===== src/rtl/irqmon_pkg.sv =====
package irqmon_pkg;

  // Tracking phase of the line as seen by the monitor
  typedef enum logic [1:0] {
    MON_IDLE    = 2'd0,  // line expected low, head expectation ageing
    MON_SERVE   = 2'd1,  // matched interrupt held high, awaiting clear
    MON_DRAIN   = 2'd2,  // clear seen, awaiting line low and status bit low
    MON_WAITLOW = 2'd3   // unaccounted-for high level, waiting for it to end
  } mon_state_e;

  typedef struct packed {
    logic overflow;
    logic stuck;
    logic drop;
    logic source;
    logic missed;
    logic spurious;
  } mon_err_t;

endpackage


===== src/rtl/irqmon_prienc.sv =====
module irqmon_prienc #(
  parameter  int N     = 8,
  localparam int IDX_W = $clog2(N)
) (
  input  logic [N-1:0]     vec_i,
  output logic [IDX_W-1:0] idx_o,
  output logic             any_o
);

  // Lowest set index wins: scan from the top so the lowest index is written last
  always_comb begin
    idx_o = '0;
    any_o = |vec_i;
    for (int i = N - 1; i >= 0; i--) begin
      if (vec_i[i]) idx_o = IDX_W'(i);
    end
  end

endmodule


===== src/rtl/irqmon_queue.sv =====
module irqmon_queue #(
  parameter  int NUM_SRC = 8,
  parameter  int DEPTH   = 8,   // power of two
  localparam int SRC_W   = $clog2(NUM_SRC),
  localparam int PTR_W   = $clog2(DEPTH),
  localparam int QCNT_W  = $clog2(DEPTH + 1)
) (
  input  logic               clk,
  input  logic               rst_n,
  input  logic [NUM_SRC-1:0] push_vec_i,
  input  logic               pop_i,
  output logic [SRC_W-1:0]   head_src_o,
  output logic               head_vld_o,
  output logic [QCNT_W-1:0]  cnt_o,
  output logic               drop_o
);

  logic [SRC_W-1:0]  slot_q [DEPTH];
  logic [SRC_W-1:0]  slot_d [DEPTH];
  logic [PTR_W-1:0]  rd_q, rd_d, wr_q, wr_d;
  logic [QCNT_W-1:0] cnt_q, cnt_d, cnt_pop;
  logic              do_pop;
  logic              slot_en;
  int                n_push;

  // Next state: pop first, then place pushes lowest source first
  always_comb begin
    do_pop  = pop_i && (cnt_q != '0);
    cnt_pop = cnt_q - QCNT_W'(do_pop);
    rd_d    = rd_q + PTR_W'(do_pop);
    slot_d  = slot_q;
    drop_o  = 1'b0;
    n_push  = 0;
    for (int i = 0; i < NUM_SRC; i++) begin
      if (push_vec_i[i]) begin
        if (int'(cnt_pop) + n_push < DEPTH) begin
          slot_d[wr_q + PTR_W'(n_push)] = SRC_W'(i);
          n_push = n_push + 1;
        end else begin
          drop_o = 1'b1;
        end
      end
    end
    wr_d    = wr_q + PTR_W'(n_push);
    cnt_d   = cnt_pop + QCNT_W'(n_push);
    slot_en = |push_vec_i;
  end

  always_ff @(posedge clk or negedge rst_n) begin
    if (!rst_n) begin
      rd_q  <= '0;
      wr_q  <= '0;
      cnt_q <= '0;
    end else begin
      rd_q  <= rd_d;
      wr_q  <= wr_d;
      cnt_q <= cnt_d;
    end
  end

  always_ff @(posedge clk) begin
    if (slot_en) slot_q <= slot_d;
  end

  assign head_src_o = slot_q[rd_q];
  assign head_vld_o = (cnt_q != '0);
  assign cnt_o      = cnt_q;

  // a dropped trigger means the queue was filled to the brim
  assert_full_after_drop_R8: assert property (@(posedge clk) disable iff (!rst_n)
    drop_o |=> (cnt_q == QCNT_W'(DEPTH)));

endmodule


===== src/rtl/irqmon_seq.sv =====
module irqmon_seq
  import irqmon_pkg::*;
#(
  parameter  int NUM_SRC = 8,
  parameter  int WIN_MAX = 3,
  localparam int SRC_W   = $clog2(NUM_SRC),
  localparam int AGE_W   = $clog2(WIN_MAX + 1)
) (
  input  logic               clk,
  input  logic               rst_n,
  input  logic               irq_i,
  input  logic               clr_i,
  input  logic [SRC_W-1:0]   clr_src_i,
  input  logic [NUM_SRC-1:0] status_i,
  input  logic               head_vld_i,
  input  logic [SRC_W-1:0]   head_src_i,
  input  logic [SRC_W-1:0]   rep_src_i,
  input  logic               rep_any_i,
  output logic               pop_o,
  output logic               match_o,
  output logic               spur_o,
  output logic               miss_o,
  output logic               src_err_o,
  output logic               drop_o,
  output logic               stuck_o
);

  localparam logic [AGE_W-1:0] LAST = AGE_W'(WIN_MAX - 1);

  mon_state_e       st_q, st_d;
  logic [AGE_W-1:0] age_q, age_d, dcnt_q, dcnt_d;
  logic [SRC_W-1:0] csrc_q;
  logic             age_en, dcnt_en, csrc_en;

  always_comb begin
    st_d      = st_q;
    age_d     = age_q;
    dcnt_d    = dcnt_q;
    pop_o     = 1'b0;
    match_o   = 1'b0;
    spur_o    = 1'b0;
    miss_o    = 1'b0;
    src_err_o = 1'b0;
    drop_o    = 1'b0;
    stuck_o   = 1'b0;
    age_en    = (st_q == MON_IDLE);
    dcnt_en   = (st_q == MON_SERVE) || (st_q == MON_DRAIN);
    csrc_en   = (st_q == MON_SERVE) && irq_i && clr_i;
    unique case (st_q)
      MON_IDLE: begin
        if (irq_i) begin
          age_d = '0;
          if (head_vld_i) begin
            pop_o     = 1'b1;
            match_o   = 1'b1;
            src_err_o = !(rep_any_i && (rep_src_i == head_src_i));
            st_d      = MON_SERVE;
          end else begin
            spur_o = 1'b1;
            st_d   = MON_WAITLOW;
          end
        end else if (head_vld_i) begin
          if (age_q == LAST) begin
            miss_o = 1'b1;
            pop_o  = 1'b1;
            age_d  = '0;
          end else begin
            age_d = age_q + AGE_W'(1);
          end
        end else begin
          age_d = '0;
        end
      end
      MON_SERVE: begin
        dcnt_d = '0;
        if (!irq_i) begin
          drop_o = 1'b1;
          st_d   = MON_IDLE;
        end else if (clr_i) begin
          st_d = MON_DRAIN;
        end
      end
      MON_DRAIN: begin
        if (!irq_i && !status_i[csrc_q]) begin
          st_d = MON_IDLE;
        end else if (dcnt_q == LAST) begin
          stuck_o = 1'b1;
          st_d    = MON_WAITLOW;
        end else begin
          dcnt_d = dcnt_q + AGE_W'(1);
        end
      end
      default: begin
        if (!irq_i) st_d = MON_IDLE;
      end
    endcase
  end

  always_ff @(posedge clk or negedge rst_n) begin
    if (!rst_n) begin
      st_q   <= MON_IDLE;
      age_q  <= '0;
      dcnt_q <= '0;
      csrc_q <= '0;
    end else begin
      st_q <= st_d;
      if (age_en)  age_q  <= age_d;
      if (dcnt_en) dcnt_q <= dcnt_d;
      if (csrc_en) csrc_q <= clr_src_i;
    end
  end

  // the serve phase is only ever occupied after a high sample of the line
  assert_serve_after_high_R3: assert property (@(posedge clk) disable iff (!rst_n)
    (st_q == MON_SERVE) |-> $past(irq_i));

  // entering the drain phase requires a clear on the previous edge
  assert_drain_after_clear_R4: assert property (@(posedge clk) disable iff (!rst_n)
    ((st_q == MON_DRAIN) && ($past(st_q) != MON_DRAIN)) |-> $past(clr_i));

  // a miss is only declared while the line is observed low
  assert_miss_line_low_R1: assert property (@(posedge clk) disable iff (!rst_n)
    miss_o |-> !irq_i);

endmodule


===== src/rtl/irq_line_monitor.sv =====
module irq_line_monitor
  import irqmon_pkg::*;
#(
  parameter  int NUM_SRC = 8,
  parameter  int DEPTH   = 8,
  parameter  int WIN_MAX = 3,
  parameter  int CNT_W   = 16,
  localparam int SRC_W   = $clog2(NUM_SRC),
  localparam int QCNT_W  = $clog2(DEPTH + 1)
) (
  input  logic               clk,
  input  logic               rst_n,
  input  logic [NUM_SRC-1:0] trig_i,
  input  logic               irq_i,
  input  logic [NUM_SRC-1:0] status_i,
  input  logic               clr_i,
  input  logic [SRC_W-1:0]   clr_src_i,
  input  logic               eot_i,
  output logic               err_spurious_o,
  output logic               err_missed_o,
  output logic               err_source_o,
  output logic               err_drop_o,
  output logic               err_stuck_o,
  output logic               err_overflow_o,
  output logic [CNT_W-1:0]   match_cnt_o
);

  logic [SRC_W-1:0]  rep_src, head_src;
  logic              rep_any, head_vld, q_pop, q_drop;
  logic [QCNT_W-1:0] q_cnt, q_left;
  logic              s_match, s_spur, s_miss, s_src, s_drop, s_stuck, eot_miss;
  mon_err_t          err_q, err_d;
  logic [CNT_W-1:0]  match_cnt_q, match_cnt_d;
  logic              cnt_en;

  irqmon_prienc #(.N(NUM_SRC)) u_report (
    .vec_i (status_i),
    .idx_o (rep_src),
    .any_o (rep_any)
  );

  irqmon_queue #(.NUM_SRC(NUM_SRC), .DEPTH(DEPTH)) u_queue (
    .clk        (clk),
    .rst_n      (rst_n),
    .push_vec_i (trig_i),
    .pop_i      (q_pop),
    .head_src_o (head_src),
    .head_vld_o (head_vld),
    .cnt_o      (q_cnt),
    .drop_o     (q_drop)
  );

  irqmon_seq #(.NUM_SRC(NUM_SRC), .WIN_MAX(WIN_MAX)) u_seq (
    .clk        (clk),
    .rst_n      (rst_n),
    .irq_i      (irq_i),
    .clr_i      (clr_i),
    .clr_src_i  (clr_src_i),
    .status_i   (status_i),
    .head_vld_i (head_vld),
    .head_src_i (head_src),
    .rep_src_i  (rep_src),
    .rep_any_i  (rep_any),
    .pop_o      (q_pop),
    .match_o    (s_match),
    .spur_o     (s_spur),
    .miss_o     (s_miss),
    .src_err_o  (s_src),
    .drop_o     (s_drop),
    .stuck_o    (s_stuck)
  );

  // Entries left after this edge's own match or discard
  always_comb begin
    q_left   = q_cnt - QCNT_W'(q_pop);
    eot_miss = eot_i && (q_left != '0);

    err_d.spurious = err_q.spurious | s_spur;
    err_d.missed   = err_q.missed   | s_miss | eot_miss;
    err_d.source   = err_q.source   | s_src;
    err_d.drop     = err_q.drop     | s_drop;
    err_d.stuck    = err_q.stuck    | s_stuck;
    err_d.overflow = err_q.overflow | q_drop;

    cnt_en      = s_match && (match_cnt_q != '1);
    match_cnt_d = match_cnt_q + CNT_W'(1);
  end

  always_ff @(posedge clk or negedge rst_n) begin
    if (!rst_n) begin
      err_q       <= '0;
      match_cnt_q <= '0;
    end else begin
      err_q <= err_d;
      if (cnt_en) match_cnt_q <= match_cnt_d;
    end
  end

  assign err_spurious_o = err_q.spurious;
  assign err_missed_o   = err_q.missed;
  assign err_source_o   = err_q.source;
  assign err_drop_o     = err_q.drop;
  assign err_stuck_o    = err_q.stuck;
  assign err_overflow_o = err_q.overflow;
  assign match_cnt_o    = match_cnt_q;

  // no flag ever falls back once raised
  assert_flags_sticky_R9: assert property (@(posedge clk) disable iff (!rst_n)
    (err_q != '0) |=> ((err_q & $past(err_q)) == $past(err_q)));

  // the count only moves after a high sample of the line
  assert_count_needs_line_R10: assert property (@(posedge clk) disable iff (!rst_n)
    (match_cnt_q != $past(match_cnt_q)) |-> $past(irq_i));

  // the sequencer only consumes an expectation the queue actually holds
  assert_pop_has_head_R6: assert property (@(posedge clk) disable iff (!rst_n)
    q_pop |-> head_vld);

endmodule


===== config.mk =====
export PLATFORM = sky130hd
export DESIGN_NAME = irq_line_monitor
export DESIGN_NICKNAME = d
export VERILOG_FILES = /design/src/rtl/irqmon_pkg.sv /design/src/rtl/irqmon_prienc.sv /design/src/rtl/irqmon_queue.sv /design/src/rtl/irqmon_seq.sv /design/src/rtl/irq_line_monitor.sv
export SDC_FILE = /design/constraint.sdc
export NUM_CORES = 1
export LEC_CHECK = 0
export BUFFER_PORTS_ARGS = -buffer_cell sky130_fd_sc_hd__buf_2
export CORE_ASPECT_RATIO = 1.1
export CORE_UTILIZATION = 56
export DETAILED_ROUTE_END_ITERATION = 7
export PLACE_DENSITY = 0.89
export SLEW_MARGIN = 20
export SYNTH_ARGS = -nofsm -noshare
export SYNTH_HDL_FRONTEND = slang
export SYNTH_HIERARCHICAL = 1
export SYNTH_SLANG_ARGS = --single-unit

===== constraint.sdc =====
create_clock -name clk -period 11.8 [get_ports clk]
set_input_delay 0.59 -clock clk [delete_from_list [all_inputs] [get_ports clk]]
set_output_delay 0.59 -clock clk [all_outputs]
set_load 0.05 [all_outputs]

# After elaboration in Yosys (flattened, before gate mapping)
# Index checks and enable logic that the tools add are counted.
[classes]
reduce_logical = 27
n_eq_ne = 12
order_cmp = 26
n_mux = 111
add_sub_neg = 29
n_bitwise = 37
[op_table]
columns = ["cell", "n"]
rows = [
  ["$mux 32", 13],
  ["$mux 24", 16],
  ["$add 5x32->32", 7],
  ["$lt 32x5->1 const B", 7],
  ["$add 32x2->32 const B", 6],
  ["$demux 3 s3", 8],
  ["$mux 3", 18],
  ["$and 16x16->16", 3],
  ["$not 16->16", 3],
  ["$or 16x16->16", 3],
  ["$mux 1", 38],
  ["$ge 4x4->1 const B", 9],
  ["$not 3->4", 9],
  ["$lt 4x1->1 const B", 8],
  ["$add 3x3->3", 8],
  ["$and 24x24->24", 1],
  ["$and 8x8->8", 3],
  ["$mux 2", 12],
  ["$not 24->24", 1],
  ["$not 8->8", 3],
  ["$or 24x24->24", 1],
  ["$or 8x8->8", 3],
  ["$add 16x1->16 const B", 1],
  ["$ne 16x16->1 const B", 1],
  ["other kinds (27)", 60],
]
[word_totals]
elab_cells = 264
inputBits = 24
register_bits = 65
output_inout_bits = 22

# Logic depth before layout (Yosys ltp)
[depth]
word_depth = 43
mapped_depth = 61
mapped_depth_nobuf = 59

# Cells and area by module
# The synthesis kept the hierarchy.
[by_module_without_submodules]
columns = ["mod", "cells_per_inst", "area_per_inst_um2", "n_inst"]
rows = [
  ["irqmon_queue", 538, 4538.1, 1],
  ["irq_line_monitor", 88, 1048.5, 1],
  ["irqmon_seq", 72, 691.9, 1],
  ["irqmon_prienc", 13, 81.3, 1],
]

# Worst setup path before layout
# Ideal clock, no wire load.
[synth_timing]
kind = "reg-to-reg"
start = "register u_queue.cnt_q[2] (netlist: u_queue/cnt_o[2])"
end = "register u_queue.cnt_q[3] (netlist: u_queue/cnt_o[3])"
arrival_time_ns = 12.513
period_less_slack_ns = 12.635
slack_ns = -0.835
path_buffers = 3
path_stages_with_launch = 56
path_cell_list = "dfrtp_1 > or4_1 > nand2_1 > nor2_1 > and2_1 > ha_1 > nor3b_2 > xnor2_2 > buf_2 > inv_1 > a31oi_1 > ha_1 > and2_1 > a21oi_1 > o211ai_2 > mux2_2 > ha_1 > nor2b_1 > (+20 left out) > and2_1 > nand2_1 > a211oi_1 > nand2_1 > xor2_1 > inv_1 > ha_1 > a2111oi_0 > and3_1 > and3_1 > clkbuf_1 > and2_1 > xnor2_1 > ha_1 > a21oi_1 > xnor2_1 > xnor3_1 > xnor2_1"
[synth_via]
elab_chain_cells = 38
[synth_lines]
columns = ["item", "line_no", "text"]
rows = [
  ["from (decl)", "irqmon_queue.sv:21", "logic [QCNT_W-1:0] cnt_q, cnt_d, cnt_pop;"],
  ["from (signal assigned)", "irqmon_queue.sv:57", "cnt_q <= cnt_d;"],
  ["$reduce_bool 4->1 *", "irqmon_queue.sv:66", "assign head_vld_o = (cnt_q != '0);"],
  ["net head_vld", "irq_line_monitor.sv:29", "logic rep_any, head_vld, q_pop, q_drop;"],
  ["$mux 1 (on tied branches)", "irqmon_seq.sv:62, irqmon_seq.sv:53", ""],
  ["$mux 1 *", "irqmon_seq.sv:51", "if (irq_i) begin"],
  ["$mux 1 *", "irqmon_seq.sv:49", "unique case (st_q)"],
  ["net q_pop", "irq_line_monitor.sv:29", ""],
  ["$logic_and 1x1->1 *", "irqmon_queue.sv:28", "do_pop = pop_i && (cnt_q != '0);"],
  ["$sub 4x1->4 *", "irqmon_queue.sv:29", "cnt_pop = cnt_q - QCNT_W'(do_pop);"],
  ["(+25 left out)", "n/a", ""],
  ["$mux 32", "irqmon_queue.sv:36", "if (int'(cnt_pop) + n_push < DEPTH) begin"],
  ["$mux 32", "irqmon_queue.sv:35", "if (push_vec_i[i]) begin"],
  ["$add 5x32->32", "irqmon_queue.sv:36", ""],
  ["$lt 32x5->1", "irqmon_queue.sv:36", ""],
  ["$mux 4", "irqmon_queue.sv:36", ""],
  ["$mux 4", "irqmon_queue.sv:35", ""],
  ["$add 4x4->4 *", "irqmon_queue.sv:45", "cnt_d = cnt_pop + QCNT_W'(n_push);"],
  ["net u_queue.cnt_d[3]", "irqmon_queue.sv:21", ""],
]
# The timed path passes the listed nets; every way through them passes the cells marked *.
# A chain may end at the register's enable or synchronous reset.

# Worst setup path after layout
[layout_timing]
start = "register u_queue.cnt_q[1] (netlist: u_queue/cnt_o[1])"
end = "register u_queue.cnt_q[3] (netlist: u_queue/cnt_o[3])"
# The elaborated chain is that of the path after synthesis.

==> flow_summary_export.csv <==
group,metric,value,unit
outcome,outcome,"complete, no violations",
finish,area_delta_synth_final,21.37,%
detailed_routing,drt_first_pass_iters,5,
worst_setup_path,crit_fanout,13,
clock_network,clk_pin_slew,50,ps
detailed_routing,detail-route-antenna-nets,0,
floorplan,coreArea,11010,µm²
detailed_routing,post_drt_wl_per_cell,20.11,µm
finish,final_layout_size_suffix_gt1_share,26.38,%
clock_network,htreeDepth,3,
timing,period_minus_slack,11390,ps
worst_setup_path,rrSetupSlack,410,ps
grt,grt-ovfl-total,0,
detailed_routing,drt_iter0_markers,533,
floorplan,initial_core_util,57.76,%
worst_setup_path,r2r_end,"u_queue/cnt_o[3]",
synth,syn_area,6360,µm²
synth,synth_ff_type,"dfrtp_1",
worst_setup_path,path_buf_inv,3,
worst_setup_path,worstPathArrival,11600,ps
worst_setup_path,max_stage_delay,560,ps
synth,ys_ff_latch,65,
synth,synth.yosys.warnings,6,
timing,fin_skew,7.174,ps
synth,syn_avg_cell_area,8.945,µm²
worst_setup_path,r2r-start,"u_queue/cnt_o[1]",
grt,grt_max_degree,42,
clock_network,cts_root_buffer,"clkbuf_16",
timing,tightestPinTransition,920.8,ps
timing,tns,0,ps
finish,nets,871,
clock_network,cts_inserted_buffers,9,
run,maxCapViolCount,0,
worst_setup_path,r2r_cells,53,
worst_hold_path,hold_path.class,"in -> async",
worst_setup_path,cp-start-kind,"register",
worst_setup_path,cp-end-kind,"register",
finish,stdcell_area,7719,µm²
floorplan,fp.dieH,113.8,µm
timing,slew_headroom,38.62,%
worst_setup_path,crit_top_cell,"ha_1",
floorplan,rows,40,
timing,fmax,0.08778,GHz
timing,drv_slew,0,
synth,synthArstFlopShare,63.08,%
grt,grt_pass1_vias,6093,
floorplan,io-pin-count,46,
floorplan,dieArea,11790,µm²
detailed_routing,num_vias,6061,
place,dp_hpwl,14.62,mm
timing,setup_viol,0,
floorplan,die_w,103.6,µm
synth,synth.distinct_cells,92,
worst_setup_path,cp.required,12010,ps
worst_setup_path,crit_slowest_cell,"or4_4",
clock_network,cts_tree,"built",
place,place_area,7033,µm²
worst_setup_path,crit_family,"simple AND/OR/NAND/NOR gates",
grt,antenna_found_initial,0,
finish,antenna_cells,0,
place,gp_congestion,1.015,
synth,synth_edf_count,24,
detailed_routing,drc,0,
grt,grt_usage,32.80,%
place,portBuffers,45,
worst_setup_path,critPathKind,"reg -> reg",
detailed_routing,avgViaCountPerCell,6.400,
detailed_routing,routed_wirelength,19.04,mm
grt,grt_first_pass_wirelength,30.43,mm
clock_network,cts_num_sinks,65,
synth,syn_nets,787,
clock_network,cts.path.max_buffers,2,
timing,hold_viol,0,
synth,syn_inst,711,
timing,fin_crit_sh,96.54,%
clock_network,clk-insertion-delay-late,330,ps
finish,stdcell_count,947,
finish,n_fill_cell,820,
place,dp_cells,910,
synth,yosysSeqAreaShare,27.46,%
finish,finish.utilization,70.10,%
## per-stage QoR
step	hold slack (ps)	setup slack (ps)
2_1_floorplan	294.4	7.510
3_3_place_gp	449.6	172.6
3_5_place_dp	449.9	-268.1
4_1_cts	415.0	15.42
5_1_grt	467.2	-120.8
6_report	398.1	408.2
## worst reg2reg max path, delay by kind of cell, from the launching register on
kind / cells / cell delay [ps]
buffers and inverters: 3 / 410
and+or+nand+nor: 19 / 3660
DFF: 1 / 410
AOI/OAI and AO/OA: 15 / 3090
adders and majority gates: 9 / 2300
muxes: 1 / 310
xor gates and xnor gates: 6 / 1140
## flip-flops by register name, summed over array words and instances, names as in the netlist
| register | flops |
|---|---|
| u_seq/csrc_q | 3 |
| err_stuck_o | 1 |
| u_seq/age_q | 2 |
| u_queue/rd_q | 3 |
| err_missed_o | 1 |
| u_queue/slot_q | 24 |
| err_source_o | 1 |
| err_drop_o | 1 |
| err_overflow_o | 1 |
| match_cnt_o | 16 |
| u_seq/dcnt_q | 2 |
| u_queue/cnt_o | 4 |
| u_queue/wr_q | 3 |
| err_spurious_o | 1 |
| u_seq/st_q | 2 |
## layer usage
metal  global-route usage [%]  routed length [µm]
met1                    38.89                7556
met2                    56.87                9371
met3                    5.657                1218
met4                    18.26                 896
met5                        0                   0
## cell type report
type	count	area (µm²)	area share [%]
clock buffer	9	225.2	2.918
clock inverter	7	70.07	0.9078
inverter	46	176.4	2.286
multi-input combinational	585	4768	61.78
sequential	65	1747	22.63
tap	147	183.9	2.383
timing repair buffer	88	548.0	7.100
## synthesized netlist by cell type, drive strengths merged, types with 8 or more instances
cell type / number / area (µm²)
xor2: 19 / 173.9
and2: 11 / 68.82
a31oi: 9 / 56.30
xnor2: 31 / 312.8
nor4: 10 / 75.07
fa: 8 / 160.2
dfrtp: 41 / 1026
or2: 12 / 75.07
clkbuf: 12 / 45.04
nand2: 78 / 292.8
edfxtp: 24 / 720.7
inv: 46 / 172.7
o21ai: 26 / 133.9
a21oi: 39 / 195.2
o211ai: 8 / 75.08
nor3: 20 / 100.1
nor2b: 18 / 112.6
nor2: 52 / 202.7
nand3: 48 / 257.8
mux2: 13 / 146.4
nand4: 14 / 117.6
nand3b: 8 / 60.06
and3: 15 / 93.84
ha: 44 / 550.5
## worst max-delay path by stage
stage	from	endpoint	slack, ps	depth (start not counted)
after detailed placement	u_queue/cnt_o[1]	u_queue/cnt_o[3]	-270	53
after global routing	u_queue/cnt_o[1]	u_queue/cnt_o[3]	-120	52
final	u_queue/cnt_o[1]	u_queue/cnt_o[3]	410	53
after floorplan	u_queue/cnt_o[2]	u_queue/cnt_o[3]	8	55
after CTS	u_queue/cnt_o[1]	u_queue/cnt_o[3]	20	53
after global placement	u_queue/cnt_o[1]	u_queue/cnt_o[3]	170	53
## placed cells by master (no fill, tap or decap), drive strengths merged, types with 7 or more instances in the layout
cell type	count
or3	7
clkbuf	9
nor4	10
nand4	14
mux4	7
mux2	13
a31oi	9
edfxtp	24
ha	44
xnor2	31
nor2	52
or2	12
nand3	48
o21ai	26
and3	15
a21oi	39
fa	8
nand2	78
xor2	19
nand3b	8
dfrtp	41
inv	46
and2	11
o211ai	8
buf	88
nor3	20
nor2b	18
## cell families (layout without fill, tap and decap cells)
group                      count (synthesis)  count (layout)  share of synthesized area [%]
and+or+nand+nor                          317             317                          27.37
AOI/OAI and AO/OA                        140             140                          15.84
DFF                                       65              65                          27.46
buffers and inverters                     61             150                          3.757
xor gates and xnor gates                  55              55                          9.463
adders and majority gates                 52              52                          11.17
muxes                                     21              21                          4.938
## timing repair
item / CTS / global route
setup endpoints to repair: 4 / 21
setup buffers: 6 / 15
resized for setup: 9 / 32
pin swaps: 9 / 23
hold buffers: 0 / 0
Power is not shown: default switching activity piles up to over one toggle a cycle in this logic, so the estimate is an artifact.
